`src/rtl/lane_parity_guard.sv`:
```
module lane_parity_guard #(
  parameter int DATA_W = 64,
  parameter int LANE_W = 16,
  localparam int LANES = DATA_W / LANE_W,
  localparam int CFG_W = LANES + 1
) (
  input  logic              clk,
  input  logic              rst_n,
  input  logic              cfg_we,
  input  logic [CFG_W-1:0]  cfg_wdata,
  output logic [CFG_W-1:0]  cfg_rdata,
  input  logic [DATA_W-1:0] tx_data,
  output logic [LANES-1:0]  tx_par,
  input  logic              rx_valid,
  input  logic [DATA_W-1:0] rx_data,
  input  logic [LANES-1:0]  rx_par,
  input  logic              clr_we,
  input  logic [LANES-1:0]  clr_lanes,
  output logic              err_pulse,
  output logic [LANES-1:0]  err_lanes
);

  logic [LANES-1:0] inj_mask;
  logic             chk_en;
  logic [LANES-1:0] tx_calc, rx_calc, bad;
  logic             hit;

  for (genvar i = 0; i < LANES; i++) begin : g_lane
    assign tx_calc[i] = ^tx_data[i*LANE_W +: LANE_W];
    assign rx_calc[i] = ^rx_data[i*LANE_W +: LANE_W];
  end

  assign tx_par    = tx_calc ^ inj_mask;
  assign bad       = rx_calc ^ rx_par;
  assign hit       = rx_valid & chk_en & (|bad);
  assign cfg_rdata = {chk_en, inj_mask};

  always_ff @(posedge clk) begin
    if (!rst_n) begin
      inj_mask  <= '0;
      chk_en    <= 1'b0;
      err_pulse <= 1'b0;
      err_lanes <= '0;
    end else begin
      err_pulse <= hit;
      err_lanes <= (err_lanes & ~(clr_we ? clr_lanes : '0)) | (hit ? bad : '0);
      if (cfg_we) begin
        inj_mask <= cfg_wdata[LANES-1:0];
        chk_en   <= cfg_wdata[LANES];
      end
    end
  end


  reset_state_chk: assert property (@(posedge clk)
    !rst_n |=> (err_lanes == '0 && !err_pulse && cfg_rdata == '0));


  pulse_needs_enable_chk: assert property (@(posedge clk) disable iff (!rst_n)
    !chk_en |=> !err_pulse);


  pulse_has_status_chk: assert property (@(posedge clk) disable iff (!rst_n)
    err_pulse |-> (err_lanes != '0));


  sticky_status_chk: assert property (@(posedge clk) disable iff (!rst_n)
    !clr_we |=> ((err_lanes & $past(err_lanes)) == $past(err_lanes)));

endmodule

```
`config.mk`:
```
export PLATFORM = sky130hd
export DESIGN_NAME = lane_parity_guard
export DESIGN_NICKNAME = d
export VERILOG_FILES = /design/src/rtl/lane_parity_guard.sv
export SDC_FILE = /design/constraint.sdc
export NUM_CORES = 1
export LEC_CHECK = 0
export BUFFER_PORTS_ARGS = -buffer_cell sky130_fd_sc_hd__buf_2
export CORE_AREA = 2 2 68 70
export CTS_BUF_LIST = sky130_fd_sc_hd__clkbuf_4 sky130_fd_sc_hd__clkbuf_8
export DETAILED_ROUTE_END_ITERATION = 7
export DIE_AREA = 0 0 70 72
export MAX_ROUTING_LAYER = met4
export PLACE_DENSITY = 0.86
export SLEW_MARGIN = 20
export SYNTH_ARGS = -nofsm -noshare
export SYNTH_HDL_FRONTEND = slang
export SYNTH_SLANG_ARGS = --single-unit
```
`constraint.sdc`:
```
create_clock -name clk -period 1.7 [get_ports clk]
set_clock_uncertainty 0.1 [all_clocks]
set_input_delay 0.085 -clock clk [delete_from_list [all_inputs] [get_ports clk]]
set_output_delay 0.085 -clock clk [all_outputs]
set_load 0.03 [all_outputs]
```
==> results.json, run 1 <==
{
  "yosys.cell_types.count": 15,
  "grt_first_pass_wirelength_mm": 6.58,
  "grt_usage_pct": 16.3,
  "hold_path_depth": 3,
  "hold_viol_final": 0,
  "worstSetupPathType": "reg2out",
  "holdCritPathClass": "in2reg",
  "io_pins": 160,
  "syn-cell-area_um2": 1520,
  "p_sw_mw": 0.723,
  "cp_data_required_time_ns": 1.51,
  "rsz0062_at_grt": "false",
  "top_layer": "met4",
  "swShare_pct": 38.9,
  "htree_levels": 1,
  "irDropWorstVdd_mv": 0.428,
  "drt_iter0_drc": 11,
  "cp-start-kind": "flip-flop",
  "p_int_mw": 1.13,
  "met2_length_mm": 2.35,
  "fillers": 397,
  "synth_seq_area_share_pct": 13.2,
  "maxSlewHeadroom_pct": 81.4,
  "antenna_found_initial": 0,
  "layout_commonest_cell": "buf_2",
  "die_area_um2": 5040,
  "setup_tns_ns": 0,
  "cts-resized-gates": 0,
  "synth_top_cell_by_area": "xnor2_1",
  "clockPowerShare_pct": 12.6,
  "cts_hold_buf": 0,
  "arrival_ns": 1.42,
  "maxCapViolations": 0,
  "fin_nets": 466,
  "clk_latency_ns": 0.23,
  "drt_first_pass_iters": 4,
  "hpwl_mm": 3.66,
  "drive_gt1_share_pct": 53.1,
  "dp_worst_setup_slack_ns": -0.0491,
  "dr_wl_met3_um": 359,
  "first_global_vias": 1638,
  "die_h_um": 72,
  "power_frac_comb_pct": 73.3,
  "num_rows": 24,
  "grt.overflow.total": 0,
  "start_util_pct": 35.6,
  "wl_per_cell_um": 10.7,
  "clkTransAtPathRegs_ns": 0.04,
  "diodes": 0,
  "ctsRootBufferMaster": "clkbuf_8",
  "synth_cells": 157,
  "cts_tree": "built",
  "timing.final.crit_share_pct": 94.3,
  "setup_slack_ns": 0.0970,
  "cp_max_fo": 3,
  "drc": 0,
  "max_freq_ghz": 0.624,
  "core-area_um2": 4260,
  "finalSetupViolations": 0,
  "p_per_area_nw_per_um2": 761,
  "synthToLayoutAreaGrowth_pct": 60.6,
  "grt_max_degree": 11,
  "syn_nets": 303,
  "cts.sinks": 10,
  "slew_violations": 0,
  "die_x_um": 70,
  "cts_buffer_depth": 2,
  "mostFrequentLayoutCells": "buf_2, xnor2_1, xor2_1",
  "routed_wirelength_mm": 3.94,
  "leakage_nw": 1.17,
  "post-route-util_pct": 57.2,
  "cts_made_buffers": 3,
  "yosys-top-cells-area": "xnor2_1, dfxtp_1, xor2_1",
  "crit_path_end_kind": "output pin",
  "yosys_warnings": 0,
  "vias_per_cell": 4.38,
  "min_period_ns": 1.60,
  "syn_avg_cell_area_um2": 9.67,
  "rr_worst_depth": 2,
  "power_frac_seq_pct": 14.1,
  "outcome": "finished clean",
  "port_buffers": 159,
  "worst-slew-pin-transition_ns": 0.277,
  "synth-seq-cells": 10,
  "post_cts_buffers": 0,
  "gp_congestion": 0.707,
  "postRouteAntennaNets": 0,
  "yosysTopAreaCellShare_pct": 61.7,
  "wl_met1_mm": 1.19,
  "vias": 1620
}
-- registers in the layout, summed over array words and instances, names as in the netlist --
| signal | cells |
|---|---|
| err_lanes | 4 |
| err_pulse | 1 |
| inj_mask | 4 |
| chk_en | 1 |
-- metrics by stage --
| stage | std cells | hold WS, ns | power [mW] | area, um2 |
|---|---|---|---|---|
| final | 370 | 0.0183 | 1.86 | 2440 |
| after global placement | 367 | 0.241 | 1.60 | 2380 |
| after global routing | 370 | 0.0197 | 2.00 | 2440 |
| after floorplan | 157 | 0.155 | 1.21 | 1520 |
| after CTS | 370 | 0.0113 | 1.88 | 2420 |
| after detailed placement | 367 | 0.255 | 1.63 | 2380 |
-- cells in the mapped netlist, drive strengths merged --
library cell  number
a32o               4
buf                2
nand2              4
dfxtp             10
and3               1
xnor3              4
nor2b              5
xnor2            108
mux2i              5
o41a               1
xor2              12
clkbuf             1
-- worst paths after layout --
kind / from / endpoint / slack [ns]
worst max-delay path: inj_mask[0] / tx_par[0] / 0.1
worst min-delay path: cfg_wdata[3] / inj_mask[3] / 0.02
worst max register to register: chk_en / err_pulse / 0.73
worst min register to register: err_lanes[1] / err_lanes[1] / 0.40
-- critical path, cell delays in order (launching register included) --
cell     delay [ns]
dfxtp_1        0.33
xnor2_2        0.15
xnor2_1        0.21
xnor2_1        0.17
xnor2_1        0.13
buf_2          0.21
-- power groups by stage --
| stage | registers, mW | clock network (mW) | logic, mW |
|---|---|---|---|
| 2_1_floorplan | 0.292 | 0 | 0.923 |
| 3_3_place_gp | 0.265 | 0 | 1.34 |
| 3_5_place_dp | 0.265 | 0 | 1.36 |
| 4_1_cts | 0.261 | 0.249 | 1.37 |
| 5_1_grt | 0.264 | 0.262 | 1.47 |
| 6_report | 0.263 | 0.234 | 1.36 |
-- cell families after synthesis --
logic type,share of synthesized area (%)
xor gates and xnor gates,75.7
AOI/OAI and AO/OA,3.38
DFF,13.2
buffers and inverters,0.988
muxes,3.30
and+or+nand+nor,3.46
-- cell type report --
cell class / count / area, um2 / area share [%]
Multi-Input combinational cell: 144 / 1320 / 54.1
Clock buffer: 3 / 41.3 / 1.69
Tap cell: 52 / 65.1 / 2.67
Sequential cell: 10 / 201 / 8.26
Timing Repair Buffer: 161 / 813 / 33.3
-- metal layers --
layer,up-vias,track usage (%)
li1,815,-
met1,719,14.1
met2,82,34.1
met3,4,4.31
met4,0,4.27
met5,-,-
Power figures use the tool's default switching activity.
==> inputs of run 2 (changes only) <==
- clock period: 1.7 -> 1.8 ns (I/O delays scaled with it)
==> results.json, run 2 (synthesis results as in run 1) <==
{
  "reg_top3": "err_lanes (4), inj_mask (4)",
  "worst-slew-pin-transition_ns": 0.322,
  "worstSetupPathType": "reg2out",
  "crit_start": "inj_mask[3]",
  "cp_data_required_time_ns": 1.61,
  "vias_per_cell": 4.40,
  "critical_path_depth": 5,
  "maxSlewHeadroom_pct": 78.4,
  "dp_cells": 365,
  "wl_per_cell_um": 11.0,
  "clkTransAtPathRegs_ns": 0.04,
  "io_pins": 160,
  "max_freq_ghz": 0.629,
  "maxCapViolations": 0,
  "min_period_ns": 1.59,
  "holdCritPathClass": "in2reg",
  "die_area_um2": 5040,
  "vias": 1619,
  "finalSetupViolations": 0,
  "clk_latency_ns": 0.23,
  "crit_path_end": "tx_par[3]",
  "port_buffers": 159,
  "hpwl_mm": 3.82,
  "num_rows": 24,
  "grt_max_degree": 11,
  "path_cells": "xnor2_1, xnor2_1, xnor2_1, xnor2_1, buf_2",
  "gp_congestion": 0.700,
  "antenna_found_initial": 0,
  "cts_made_buffers": 3,
  "routed_wirelength_mm": 4.05,
  "cts-resized-gates": 0,
  "power_frac_comb_pct": 72.3,
  "ctsRootBufferMaster": "clkbuf_8",
  "cts.sinks": 10,
  "grt_usage_pct": 16.7,
  "crit_path_end_kind": "output pin",
  "fin_nets": 464,
  "p_per_area_nw_per_um2": 704,
  "cts_tree": "built",
  "core-area_um2": 4260,
  "drc": 0,
  "timing.final.crit_share_pct": 88.4,
  "mostFrequentLayoutCells": "buf_2, xnor2_1, xor2_1",
  "slowest_stage": "dfxtp_1",
  "rsz0062_at_grt": "false",
  "htree_levels": 1,
  "cts_hold_buf": 0,
  "die_x_um": 70,
  "die_h_um": 72,
  "fillers": 414,
  "synthToLayoutAreaGrowth_pct": 58.4,
  "clockPowerShare_pct": 13.1,
  "slew_violations": 0,
  "p_int_mw": 1.02,
  "swShare_pct": 40.0,
  "grt_first_pass_wirelength_mm": 6.65,
  "arrival_ns": 1.40,
  "post_cts_buffers": 0,
  "drt_first_pass_iters": 2,
  "path_delay_family": "XOR/XNOR gates",
  "power_frac_seq_pct": 14.6,
  "cp-start-kind": "flip-flop",
  "setup_tns_ns": 0,
  "rrSetupSlack_ns": 0.82,
  "hold_viol_final": 0,
  "cp_max_fo": 3,
  "crit_path_max_incr_delay_ns": 0.32,
  "first_global_vias": 1691,
  "crit_top_cell": "xnor2_1",
  "leakage_nw": 1.15,
  "cts_buffer_depth": 2,
  "r2r-start": "chk_en",
  "r2r_end": "err_lanes[0]",
  "p_sw_mw": 0.678,
  "postRouteAntennaNets": 0,
  "start_util_pct": 35.6,
  "diodes": 0,
  "final_cells": 368,
  "irDropWorstVdd_mv": 0.321,
  "rr_worst_depth": 2,
  "drive_gt1_share_pct": 51.9,
  "grt.overflow.total": 0,
  "outcome": "finished clean",
  "crit_buf_inv": 1,
  "drt_iter0_drc": 17,
  "layout_commonest_cell": "buf_2"
}
run 2: changes by cell type in the layout (fill, tap and decap cells not counted):
cell,change
xnor2_2,-2
buf_4,-2
dfxtp_2,-1
dfxtp_1,+1
xnor2_1,+2
buf_2,+1
clkbuf_4,-1
run 2: worst reg2reg max path, delay by kind of cell, from the launching register on:
kind	cells	cell delay, ns
compound gates	1	0.24
flops	1	0.32
simple gates	1	0.21
run 2: worst min path at each step:
stage | from | endpoint | slack [ns] | cells after the start
after detailed placement | cfg_wdata[4] | chk_en | 0.26 | 3
final | cfg_wdata[4] | chk_en | 0.03 | 3
after CTS | cfg_wdata[4] | chk_en | 0.02 | 3
after global placement | cfg_wdata[4] | chk_en | 0.25 | 3
after global routing | cfg_wdata[4] | chk_en | 0.04 | 3
after floorplan | cfg_wdata[4] | chk_en | 0.16 | 2
run 2: routing by layer:
layer | global-route usage (%) | wire length (um)
met1 | 12.9 | 1120
met2 | 36.9 | 2540
met3 | 5.14 | 374
met4 | 2.99 | 17
met5 | - | 0
run 2: layout make-up:
cell class	instances	area (um2)	area share, %
Clock buffer	3	41.3	1.72
Multi-Input combinational cell	144	1300	54.2
Sequential cell	10	200	8.32
Tap cell	52	65.1	2.70
Timing Repair Buffer	159	796	33.1
run 2: power by group through the flow:
stage | clock network [mW] | logic, mW | registers (mW)
after floorplan | 0 | 0.871 | 0.276
after global routing | 0.250 | 1.32 | 0.249
final | 0.222 | 1.22 | 0.247
after global placement | 0 | 1.21 | 0.250
after detailed placement | 0 | 1.24 | 0.251
after CTS | 0.236 | 1.24 | 0.247
run 2: metrics by stage:
stage | instance area [um2] | power (mW) | util (%) | setup WS, ns | hold slack, ns
finish | 2410 | 1.69 | 56.4 | 0.210 | 0.0261
global route | 2410 | 1.82 | 56.4 | 0.103 | 0.0379
CTS | 2410 | 1.72 | 56.4 | 0.179 | 0.0205
detailed placement | 2360 | 1.49 | 55.5 | 0.0522 | 0.263
global placement | 2360 | 1.46 | 55.5 | 0.0789 | 0.246
floorplan | 1520 | 1.15 | - | 0.140 | 0.160
